==> config.mk <==
export PLATFORM = sky130hd
export DESIGN_NAME = subarray_sleep_ctrl
export DESIGN_NICKNAME = d
export VERILOG_FILES = /design/src/rtl/sspc_pkg.sv /design/src/rtl/sspc_unit.sv /design/src/rtl/sspc_ctrl.sv /design/src/rtl/sspc_path.sv /design/src/rtl/subarray_sleep_ctrl.sv
export SDC_FILE = /design/constraint.sdc
export NUM_CORES = 1
export LEC_CHECK = 0
export ABC_CLOCK_PERIOD_IN_PS = 1900
export BUFFER_PORTS_ARGS = -buffer_cell sky130_fd_sc_hd__buf_4
export CORE_MARGIN = 2
export CORE_UTILIZATION = 30
export DETAILED_ROUTE_END_ITERATION = 6
export PLACE_DENSITY_LB_ADDON = 0.12
export SLEW_MARGIN = 20
export SYNTH_ARGS = -nofsm -noshare
export SYNTH_HDL_FRONTEND = slang
export SYNTH_HIERARCHICAL = 1
export SYNTH_SLANG_ARGS = --single-unit
==> constraint.sdc <==
create_clock -name clk -period 1.9 [get_ports clk]
set_clock_uncertainty 0.1 [all_clocks]
set_input_delay 0.095 -clock clk [delete_from_list [all_inputs] [get_ports clk]]
set_output_delay 0.095 -clock clk [all_outputs]
set_load 0.02 [all_outputs]
==> src/rtl/sspc_pkg.sv <==
package sspc_pkg;

  typedef enum logic [1:0] {
    SA_SLEEP  = 2'd0,
    SA_EARLY  = 2'd1,
    SA_ACTIVE = 2'd2,
    SA_OFF    = 2'd3
  } saState_t;

  // strobes from control into the access/config datapath
  typedef struct packed {
    logic issue;    // accepted request goes to the array next cycle
    logic writeOp;  // that request is a write
  } accStrobe_t;

endpackage

==> src/rtl/sspc_unit.sv <==
module sspc_unit
  import sspc_pkg::*;
#(
  parameter int CNT_W = 8
) (
  input  logic             clk,
  input  logic             rst,
  input  logic             offCfg,
  input  logic [CNT_W-1:0] delayCfg,
  input  logic             anyReq,
  input  logic             hit,
  output saState_t         state
);

  logic [CNT_W-1:0] idleCnt;

  always_ff @(posedge clk) begin
    if (rst) begin
      state   <= SA_SLEEP;
      idleCnt <= '0;
    end else if (offCfg) begin
      state   <= SA_OFF;
      idleCnt <= '0;
    end else begin
      case (state)
        SA_OFF:   state <= SA_SLEEP;
        SA_SLEEP: if (anyReq) state <= SA_EARLY;
        SA_EARLY: begin
          if (hit) begin
            state   <= SA_ACTIVE;
            idleCnt <= delayCfg;
          end else if (!anyReq) begin
            state <= SA_SLEEP;
          end
        end
        SA_ACTIVE: begin
          if (hit)                idleCnt <= delayCfg;
          else if (idleCnt == '0) state   <= SA_SLEEP;
          else                    idleCnt <= idleCnt - 1'b1;
        end
        default: state <= SA_SLEEP;
      endcase
    end
  end

endmodule

==> src/rtl/sspc_ctrl.sv <==
module sspc_ctrl
  import sspc_pkg::*;
#(
  parameter int SUB_N = 4,
  parameter int CNT_W = 8,
  localparam int SEL_W = $clog2(SUB_N)
) (
  input  logic                        clk,
  input  logic                        rst,
  input  logic                        reqValid,
  input  logic                        reqWrite,
  input  logic [SEL_W-1:0]            tgtIdx,
  input  logic [SUB_N-1:0]            cfgOff,
  input  logic [SUB_N-1:0][CNT_W-1:0] cfgDelay,
  output logic                        reqReady,
  output accStrobe_t                  strobe,
  output logic [SUB_N-1:0]            earlyWake,
  output logic [SUB_N-1:0]            clkEn,
  output logic [SUB_N-1:0]            sleepEn,
  output logic [SUB_N-1:0]            retainOff
);

  saState_t unitState [SUB_N];
  saState_t tgtState;
  logic     tgtOff;

  for (genvar gi = 0; gi < SUB_N; gi++) begin : g_unit
    logic unitHit;
    assign unitHit = reqValid && (tgtIdx == SEL_W'(gi));

    sspc_unit #(.CNT_W(CNT_W)) u_unit (
      .clk      (clk),
      .rst      (rst),
      .offCfg   (cfgOff[gi]),
      .delayCfg (cfgDelay[gi]),
      .anyReq   (reqValid),
      .hit      (unitHit),
      .state    (unitState[gi])
    );

    assign earlyWake[gi] = (unitState[gi] == SA_EARLY) || (unitState[gi] == SA_ACTIVE);
    assign clkEn[gi]     = (unitState[gi] == SA_ACTIVE);
    assign sleepEn[gi]   = (unitState[gi] == SA_SLEEP) || (unitState[gi] == SA_OFF);
    assign retainOff[gi] = (unitState[gi] == SA_OFF);
  end

  assign tgtState = unitState[tgtIdx];
  assign tgtOff   = cfgOff[tgtIdx];

  always_comb begin
    reqReady       = tgtOff || (tgtState != SA_SLEEP);
    strobe.issue   = reqValid && !tgtOff &&
                     ((tgtState == SA_EARLY) || (tgtState == SA_ACTIVE));
    strobe.writeOp = strobe.issue && reqWrite;
  end

endmodule

==> src/rtl/sspc_path.sv <==
module sspc_path
  import sspc_pkg::*;
#(
  parameter int ADDR_W      = 14,
  parameter int DATA_W      = 32,
  parameter int SUB_N       = 4,
  parameter int CNT_W       = 8,
  parameter int RESET_DELAY = 4,
  localparam int SEL_W   = $clog2(SUB_N),
  localparam int ROW_W   = ADDR_W - SEL_W,
  localparam int DLY_W   = SUB_N * CNT_W,
  localparam int CHAIN_W = DLY_W + SUB_N
) (
  input  logic                        clk,
  input  logic                        rst,
  input  logic                        cfgShiftEn,
  input  logic                        cfgShiftIn,
  input  logic                        cfgUpdate,
  input  accStrobe_t                  strobe,
  input  logic [ADDR_W-1:0]           reqAddr,
  input  logic [DATA_W-1:0]           reqWdata,
  output logic [SUB_N-1:0][CNT_W-1:0] cfgDelay,
  output logic [SUB_N-1:0]            cfgOff,
  output logic                        arrayValid,
  output logic [SUB_N-1:0]            arraySel,
  output logic [ROW_W-1:0]            arrayRow,
  output logic                        arrayWe,
  output logic [DATA_W-1:0]           arrayWdata
);

  logic [CHAIN_W-1:0] scanChain;
  logic [SEL_W-1:0]   selIdx;

  // serial chain plus live copy
  always_ff @(posedge clk) begin
    if (rst) begin
      scanChain <= '0;
      cfgDelay  <= {SUB_N{CNT_W'(RESET_DELAY)}};
      cfgOff    <= '0;
    end else begin
      if (cfgShiftEn) scanChain <= {scanChain[CHAIN_W-2:0], cfgShiftIn};
      if (cfgUpdate) begin
        cfgDelay <= scanChain[DLY_W-1:0];
        cfgOff   <= scanChain[CHAIN_W-1 -: SUB_N];
      end
    end
  end

  // one register stage toward the arrays
  always_ff @(posedge clk) begin
    if (rst) begin
      arrayValid <= 1'b0;
      selIdx     <= '0;
      arrayRow   <= '0;
      arrayWe    <= 1'b0;
      arrayWdata <= '0;
    end else begin
      arrayValid <= strobe.issue;
      if (strobe.issue) begin
        selIdx     <= reqAddr[ADDR_W-1 -: SEL_W];
        arrayRow   <= reqAddr[ROW_W-1:0];
        arrayWe    <= strobe.writeOp;
        arrayWdata <= reqWdata;
      end
    end
  end

  for (genvar gi = 0; gi < SUB_N; gi++) begin : g_sel
    assign arraySel[gi] = arrayValid && (selIdx == SEL_W'(gi));
  end

endmodule

==> src/rtl/subarray_sleep_ctrl.sv <==
module subarray_sleep_ctrl
  import sspc_pkg::*;
#(
  parameter int ADDR_W      = 14,
  parameter int DATA_W      = 32,
  parameter int SUB_N       = 4,
  parameter int CNT_W       = 8,
  parameter int RESET_DELAY = 4,
  localparam int SEL_W = $clog2(SUB_N),
  localparam int ROW_W = ADDR_W - SEL_W
) (
  input  logic              clk,
  input  logic              rst,
  input  logic              reqValid,
  input  logic              reqWrite,
  input  logic [ADDR_W-1:0] reqAddr,
  input  logic [DATA_W-1:0] reqWdata,
  output logic              reqReady,
  input  logic              cfgShiftEn,
  input  logic              cfgShiftIn,
  input  logic              cfgUpdate,
  output logic [SUB_N-1:0]  earlyWake,
  output logic [SUB_N-1:0]  clkEn,
  output logic [SUB_N-1:0]  sleepEn,
  output logic [SUB_N-1:0]  retainOff,
  output logic              arrayValid,
  output logic [SUB_N-1:0]  arraySel,
  output logic [ROW_W-1:0]  arrayRow,
  output logic              arrayWe,
  output logic [DATA_W-1:0] arrayWdata
);

  accStrobe_t                  strobe;
  logic [SUB_N-1:0][CNT_W-1:0] cfgDelay;
  logic [SUB_N-1:0]            cfgOff;

  sspc_ctrl #(.SUB_N(SUB_N), .CNT_W(CNT_W)) u_ctrl (
    .clk       (clk),
    .rst       (rst),
    .reqValid  (reqValid),
    .reqWrite  (reqWrite),
    .tgtIdx    (reqAddr[ADDR_W-1 -: SEL_W]),
    .cfgOff    (cfgOff),
    .cfgDelay  (cfgDelay),
    .reqReady  (reqReady),
    .strobe    (strobe),
    .earlyWake (earlyWake),
    .clkEn     (clkEn),
    .sleepEn   (sleepEn),
    .retainOff (retainOff)
  );

  sspc_path #(
    .ADDR_W(ADDR_W), .DATA_W(DATA_W), .SUB_N(SUB_N),
    .CNT_W(CNT_W), .RESET_DELAY(RESET_DELAY)
  ) u_path (
    .clk        (clk),
    .rst        (rst),
    .cfgShiftEn (cfgShiftEn),
    .cfgShiftIn (cfgShiftIn),
    .cfgUpdate  (cfgUpdate),
    .strobe     (strobe),
    .reqAddr    (reqAddr),
    .reqWdata   (reqWdata),
    .cfgDelay   (cfgDelay),
    .cfgOff     (cfgOff),
    .arrayValid (arrayValid),
    .arraySel   (arraySel),
    .arrayRow   (arrayRow),
    .arrayWe    (arrayWe),
    .arrayWdata (arrayWdata)
  );

endmodule

==> impl_metrics.env, run 1 <==
export IMPL_outcome="complete, but fails checks"
export IMPL_violations="setup timing"
export IMPL_post_route_drc_count=0
export IMPL_cp_slowest_stage_delay_ps=470
export IMPL_grt_pass1_vias=5996
export IMPL_finalCritPeriodShare_pct=107
export IMPL_final_max_slew_viol_count=0
export IMPL_p_sw_share_pct=25.8
export IMPL_pwr_share_seq_pct=43.5
export IMPL_slew_limit_headroom_pct=57.5
export IMPL_clkTransAtPathRegs_ps=80
export IMPL_wl_per_cell_um=14.7
export IMPL_critPathTopFamily="multiplexers"
export IMPL_core_sq_um=23600
export IMPL_rsz0062_at_grt="true"
export IMPL_fp_dieW_um=160
export IMPL_rows=56
export IMPL_grt_use_met1_pct=21.1
export IMPL_area_growth_pct=39.9
export IMPL_synth_cell_type_count=52
export IMPL_finalHoldViolCount=0
export IMPL_cts_root_buf="clkbuf_16"
export IMPL_wirelength_um=19300
export IMPL_gp_congestion=0.788
export IMPL_cts_tree="built"
export IMPL_busiest_layer="met2"
export IMPL_design_final_nets=1054
export IMPL_critPathKind="reg -> reg"
export IMPL_start_kind="flip-flop"
export IMPL_cp_arrival_ps=2250
export IMPL_ir_drop_v=0.000495
export IMPL_met2_usage_pct=23.5
export IMPL_power_density_nw_per_um2=782
export IMPL_period_needed_ps=2030
export IMPL_synthFlopType="dfxtp_1"
export IMPL_async_reset_ff_share_pct=0
export IMPL_antenna_found_initial=0
export IMPL_first_pass_iters=4
export IMPL_diodes=0
export IMPL_syn_inst=761
export IMPL_die_y_um=160
export IMPL_numClockSinks=160
export IMPL_p_leak_uw=0.00433
export IMPL_synth_top_area_share_pct=44.1
export IMPL_layout_drive_gt1_share_pct=30.1
export IMPL_fmax_ghz=0.494
export IMPL_ys_ff_latch=160
export IMPL_grtUsageTotal_pct=15.2
export IMPL_combPwrFrac_pct=11.2
export IMPL_io_pins=120
export IMPL_synth_fp_nets=831
export IMPL_die_area_sq_um=25500
export IMPL_via_per_inst=4.61
export IMPL_synthTopCellsByArea="dfxtp_1 (44%), mux2i_1 (16%), nor2_1 (8.2%)"
export IMPL_drt_iter0_drc=332
export IMPL_clock_path_buffers=2
export IMPL_vias=6062
export IMPL_dp_slack_ps=-61.6
export IMPL_p_int_uw=5900
export IMPL_syn_cell_area_sq_um=7270
export IMPL_crit_fanout=6
export IMPL_p_clk_share_pct=45.2
export IMPL_critPathRequiredTime_ps=2120
export IMPL_cp_slowest_cell="mux4_2"
export IMPL_crit_buf_inv=4
export IMPL_synth_edf_count=0
export IMPL_grt_max_degree=37
export IMPL_worst_slew_pin_slew_ps=638
export IMPL_finalWorstSetupSlack_ps=-126
export IMPL_maxCapViolCount=0
export IMPL_initial_core_util_pct=30.8
export IMPL_htreeDepth=4
export IMPL_drtAntennaViolNets=0
export IMPL_post_dp_hpwl_um=13000
export IMPL_tns_ps=-3020
export IMPL_hold_class="in -> reg"
export IMPL_ys_warn_count=6
export IMPL_p_switching_uw=2060
export IMPL_avgSynthCellArea_sq_um=9.55
export IMPL_port_buffers=119
export IMPL_synth_area_leader_cell="dfxtp_1"
export IMPL_grt_overflow_total=0
export IMPL_endpoint_kind="flip-flop"
export IMPL_grt_pass1_wl_um=31700
export IMPL_ys_seq_area_share_pct=44.1
export IMPL_cp_cell_sequence="mux4_2, inv_2, ha_4, nand2_4, nor2_4, buf_12, buf_6, buf_16, mux2i_1, nor2_1"
export IMPL_cts_buffers=17
export IMPL_clkLatencyLatePin_ps=430
export IMPL_finalSetupViolCount=48
export IMPL_met3_usage_pct=3.87
worst paths after layout:
check / startpoint / endpoint / slack, ps / cells after the start
max: u_ctrl/g_unit[3].u_unit/state[0] / u_path/arrayWdata[29] / -130 / 10
min: reqValid / u_ctrl/g_unit[1].u_unit/state[0] / 110 / 5
max reg2reg: u_ctrl/g_unit[3].u_unit/state[0] / u_path/arrayWdata[29] / -130 / 10
min reg2reg: u_ctrl/g_unit[1].u_unit/idleCnt[7] / u_ctrl/g_unit[1].u_unit/idleCnt[7] / 370 / 2
metal layers:
metal | wire length [um] | part of all wire [%] | up-vias
met4 | 65 | 0.34 | 0
met5 | 0 | 0 | -
met3 | 933 | 4.8 | 2
li1 | - | - | 3117
met1 | 9630 | 50 | 2801
met2 | 8680 | 45 | 142
area by class of cell:
| cell class | instances | area, sq um |
|---|---|---|
| Timing Repair Buffer | 248 | 2130 |
| Inverter | 29 | 109 |
| Multi-Input combinational cell | 528 | 3700 |
| Clock inverter | 15 | 194 |
| Fill cell | 2329 | 13400 |
| Sequential cell | 160 | 3220 |
| Tap cell | 319 | 399 |
| Clock buffer | 17 | 425 |
worst register-to-register path, delay by kind of cell (launching register included):
kind,cells,cell delay (ps)
muxes,2,680
buffers and inverters,4,450
DFF,1,320
and+or+nand+nor,3,240
adders and majority gates,1,140
Yosys cell counts, types with 3 or more instances:
master / instances
o32ai_1: 18
o21ai_4: 3
a21oi_1: 50
o31a_2: 3
nor2b_1: 10
a22oi_1: 5
mux2i_1: 115
and2b_1: 3
a211o_1: 5
nand3_2: 3
buf_4: 3
or4b_4: 3
buf_2: 11
nand2b_1: 3
a211oi_1: 3
buf_6: 12
o221a_1: 3
a2bb2oi_1: 3
nor2_1: 159
buf_12: 3
o32ai_2: 6
or2_2: 4
nand2_1: 47
or4_2: 3
dfxtp_1: 160
or4_4: 3
and2_1: 3
inv_1: 29
or3b_2: 4
a221oi_1: 4
clkbuf_1: 14
a31oi_1: 10
ha_1: 17
nor3_1: 13
or4_1: 3
nor3b_1: 4
what timing repair did:
| action | in CTS | in global routing |
|---|---|---|
| hold endpoints to repair | 70 | 0 |
| setup endpoints to repair | 58 | 73 |
| pin swaps | 2 | 11 |
| resized for setup | 8 | 35 |
| buffers inserted | 2 | 7 |
| cloned | 2 | 3 |
| hold buffers | 51 | 0 |
power groups by stage:
stage	Combinational [uW]	Clock, uW	Sequential (uW)
floorplan	408	0	3590
global placement	750	0	3540
detailed placement	749	0	3540
CTS	871	3750	3460
global route	965	3890	3470
finish	894	3600	3460
cells by family (layout without fill, tap and decap cells):
family / Yosys count / after routing / synth area share (%)
flops: 160 / 160 / 44.1
compound gates: 116 / 116 / 12.1
mux: 118 / 118 / 16.9
buf+inv: 74 / 309 / 6.38
simple gates: 276 / 277 / 17.7
fa+ha+maj: 17 / 17 / 2.93
stage by stage:
step                instances  hold slack [ps]  area [sq um]  util, %  total power (uW)
floorplan                 761             56.7          7270        -              4000
global placement         1221              227          8770     37.1              4290
detailed placement       1221              235          8770     37.1              4290
CTS                      1308             74.1          9990     42.3              8080
global route             1316              125         10200     43.1              8320
finish                   1316              111         10200     43.1              7950
sequential cells by signal (all words and copies together), names as in the netlist:
register,cells
u_path/selIdx,2
u_path/arrayValid,1
u_path/arrayWe,1
u_path/cfgOff,4
u_path/arrayWdata,32
u_path/scanChain,36
u_path/arrayRow,12
u_path/cfgDelay,32
u_ctrl/g_unit.u_unit/state,8
u_ctrl/g_unit.u_unit/idleCnt,32
layout by cell type, fill, tap and decap left out, types with 11 or more instances in the layout:
cell	count
inv_1	22
mux2i_1	115
dfxtp_2	11
a21oi_1	47
clkbuf_16	18
dfxtp_1	149
o32ai_1	18
nor2_1	158
dlygate4sd3_1	51
ha_1	13
nor3_1	13
nand2_1	46
buf_4	180
(Power assumes the default switching activity.)
==> run 2, diff against run 1 <==
--- a/config.mk
+++ b/config.mk
@@ -5,7 +5,7 @@
 export SDC_FILE = /design/constraint.sdc
 export NUM_CORES = 1
 export LEC_CHECK = 0
-export ABC_CLOCK_PERIOD_IN_PS = 1900
+export ABC_CLOCK_PERIOD_IN_PS = 2190
 export BUFFER_PORTS_ARGS = -buffer_cell sky130_fd_sc_hd__buf_4
 export CORE_MARGIN = 2
 export CORE_UTILIZATION = 30
==> constraint.sdc (replaced) <==
create_clock -name clk -period 2.19 [get_ports clk]
set_clock_uncertainty 0.1 [all_clocks]
set_input_delay 0.1095 -clock clk [delete_from_list [all_inputs] [get_ports clk]]
set_output_delay 0.1095 -clock clk [all_outputs]
set_load 0.02 [all_outputs]
==> run 2 against run 1 <==
The flow now finishes without violations. Routed wire length is 5.1% lower. Count of clock-buffer cells in the layout unchanged. First-iteration DRC count grew 25%. Total power shrank 14%. Combinational power decreased by 22%. Critical endpoint is now reqReady. Highest routed layer unchanged.
==> impl_metrics.env, run 2 (synthesis gave the netlist of run 1 again) <==
export IMPL_outcome="finished clean"
export IMPL_largest_register_ffs=36
export IMPL_endpoint_kind="output port"
export IMPL_grtUsageTotal_pct=14.5
export IMPL_cts_root_buf="clkbuf_16"
export IMPL_post_dp_hpwl_um=12300
export IMPL_antenna_found_initial=0
export IMPL_crit_top_cell="inv_1"
export IMPL_startpoint="u_ctrl/g_unit[1].u_unit/state[0]"
export IMPL_io_pins=120
export IMPL_fillers=2356
export IMPL_p_sw_share_pct=25.7
export IMPL_regMostFlops="u_path/scanChain"
export IMPL_finalCritPeriodShare_pct=94.3
export IMPL_period_needed_ps=2060
export IMPL_maxCapViolCount=0
export IMPL_clkLatencyLatePin_ps=420
export IMPL_p_clk_share_pct=45.6
export IMPL_cp_slowest_stage_delay_ps=490
export IMPL_slew_limit_headroom_pct=57.2
export IMPL_critPathRequiredTime_ps=1980
export IMPL_vias=5865
export IMPL_crit_fanout=3
export IMPL_wl_per_cell_um=14.5
export IMPL_finalSetupViolCount=0
export IMPL_gp_congestion=0.770
export IMPL_post_route_drc_count=0
export IMPL_final_max_slew_viol_count=0
export IMPL_drt_iter0_drc=415
export IMPL_p_int_uw=5060
export IMPL_power_density_nw_per_um2=709
export IMPL_wirelength_um=18300
export IMPL_pwr_share_seq_pct=44.1
export IMPL_p_switching_uw=1750
export IMPL_numClockSinks=160
export IMPL_critPathTopFamily="multiplexers"
export IMPL_combPwrFrac_pct=10.3
export IMPL_critPathKind="reg -> out"
export IMPL_seqCellArea_sq_um=3200
export IMPL_fmax_ghz=0.484
export IMPL_reg2reg_slack_ps=170
export IMPL_crit_cells=6
export IMPL_grt_pass1_wl_um=30400
export IMPL_clkTransAtPathRegs_ps=70
export IMPL_mostFrequentLayoutCells="dfxtp_1 (160), nor2_1 (158), buf_4 (146), mux2i_1 (115), a21oi_1 (50)"
export IMPL_postLayoutCoreUtil_pct=40.7
export IMPL_rows=56
export IMPL_cp_arrival_ps=1860
export IMPL_multiInputGateArea_sq_um=3620
export IMPL_first_pass_iters=4
export IMPL_finalHoldViolCount=0
export IMPL_rsz0062_at_grt="true"
export IMPL_layout_drive_gt1_share_pct=23.3
export IMPL_r2r_cells=8
export IMPL_initial_core_util_pct=30.8
export IMPL_layout_commonest_cell="dfxtp_1"
export IMPL_die_y_um=160
export IMPL_cts_tree="built"
export IMPL_crit_end="reqReady"
export IMPL_cts_buffers=17
export IMPL_fp_dieW_um=160
export IMPL_fin_area_sq_um=9600
export IMPL_via_per_inst=4.63
export IMPL_worst_slew_pin_slew_ps=642
export IMPL_drtAntennaViolNets=0
export IMPL_timing_rr_start="u_ctrl/g_unit[1].u_unit/state[0]"
export IMPL_core_sq_um=23600
export IMPL_start_kind="flip-flop"
export IMPL_clock_path_buffers=2
export IMPL_cp_cell_sequence="mux4_1, inv_1, ha_1, inv_1, or2_1, buf_4"
export IMPL_port_buffers=119
export IMPL_crit_buf_inv=3
export IMPL_p_leak_uw=0.00405
export IMPL_diodes=0
export IMPL_area_growth_pct=32.1
export IMPL_die_area_sq_um=25500
export IMPL_grt_overflow_total=0
export IMPL_ir_drop_v=0.000466
export IMPL_design_final_nets=1004
export IMPL_cp_slowest_cell="mux4_1"
export IMPL_grt_pass1_vias=5659
export IMPL_grt_max_degree=49
export IMPL_reg2reg_to="u_path/arrayRow[10]"
export IMPL_hold_class="in -> reg"
export IMPL_htreeDepth=4
export IMPL_dpl_cell_area_sq_um=8500
==> run 2: repair_timing <==
action / in CTS / in global routing
endpoints found under the setup margin: 0 / 5
buffers inserted: 0 / 0
hold buffers: 49 / 0
gates resized for setup: 0 / 2
endpoints found under the hold margin: 52 / 0
==> run 2: per-layer routing <==
metal,share of wire (%),track usage (%),vias to the layer above
met5,0,0,-
met4,0.80,4.42,0
met3,4.3,3.25,10
met2,43,21.6,141
met1,52,20.7,2701
li1,-,-,3013
==> run 2: how the worst min path moves through the flow <==
stage,startpoint,to,slack (ps),cells past startpoint
finish,rst,u_path/scanChain[20],60,2
global route,rst,u_path/arrayRow[1],70,2
CTS,rst,u_path/arrayRow[1],50,2
detailed placement,reqWdata[11],u_path/arrayWdata[11],250,3
global placement,reqWdata[5],u_path/arrayWdata[5],240,3
floorplan,rst,u_ctrl/g_unit[0].u_unit/state[1],80,1
==> run 2: layout make-up <==
class,instances,share of cell area (%)
flip-flops and latches,160,33.4
repair buffers,199,17.4
clock buffers,17,4.43
multi-input cells,527,37.7
inverters,29,1.13
clock inverters,15,1.92
well taps,319,4.16
==> run 2: stage by stage <==
step	worst slack [ps]	total power [uW]	TNS, ps	cells	hold WS [ps]
final	125	6810	0	1266	63.0
after global routing	-5.27	7090	-5.27	1266	69.3
after CTS	51.6	6930	0	1266	52.3
after detailed placement	176	3700	0	1185	251
after global placement	189	3700	0	1185	242
after floorplan	165	3470	0	761	78.6
==> run 2: power by group through the flow <==
stage                     clock (uW)  combinational, uW  sequential (uW)
after floorplan                    0                353             3110
after global placement             0                630             3070
after detailed placement           0                629             3070
after CTS                       3220                704             3000
after global routing            3330                754             3010
final                           3100                699             3000
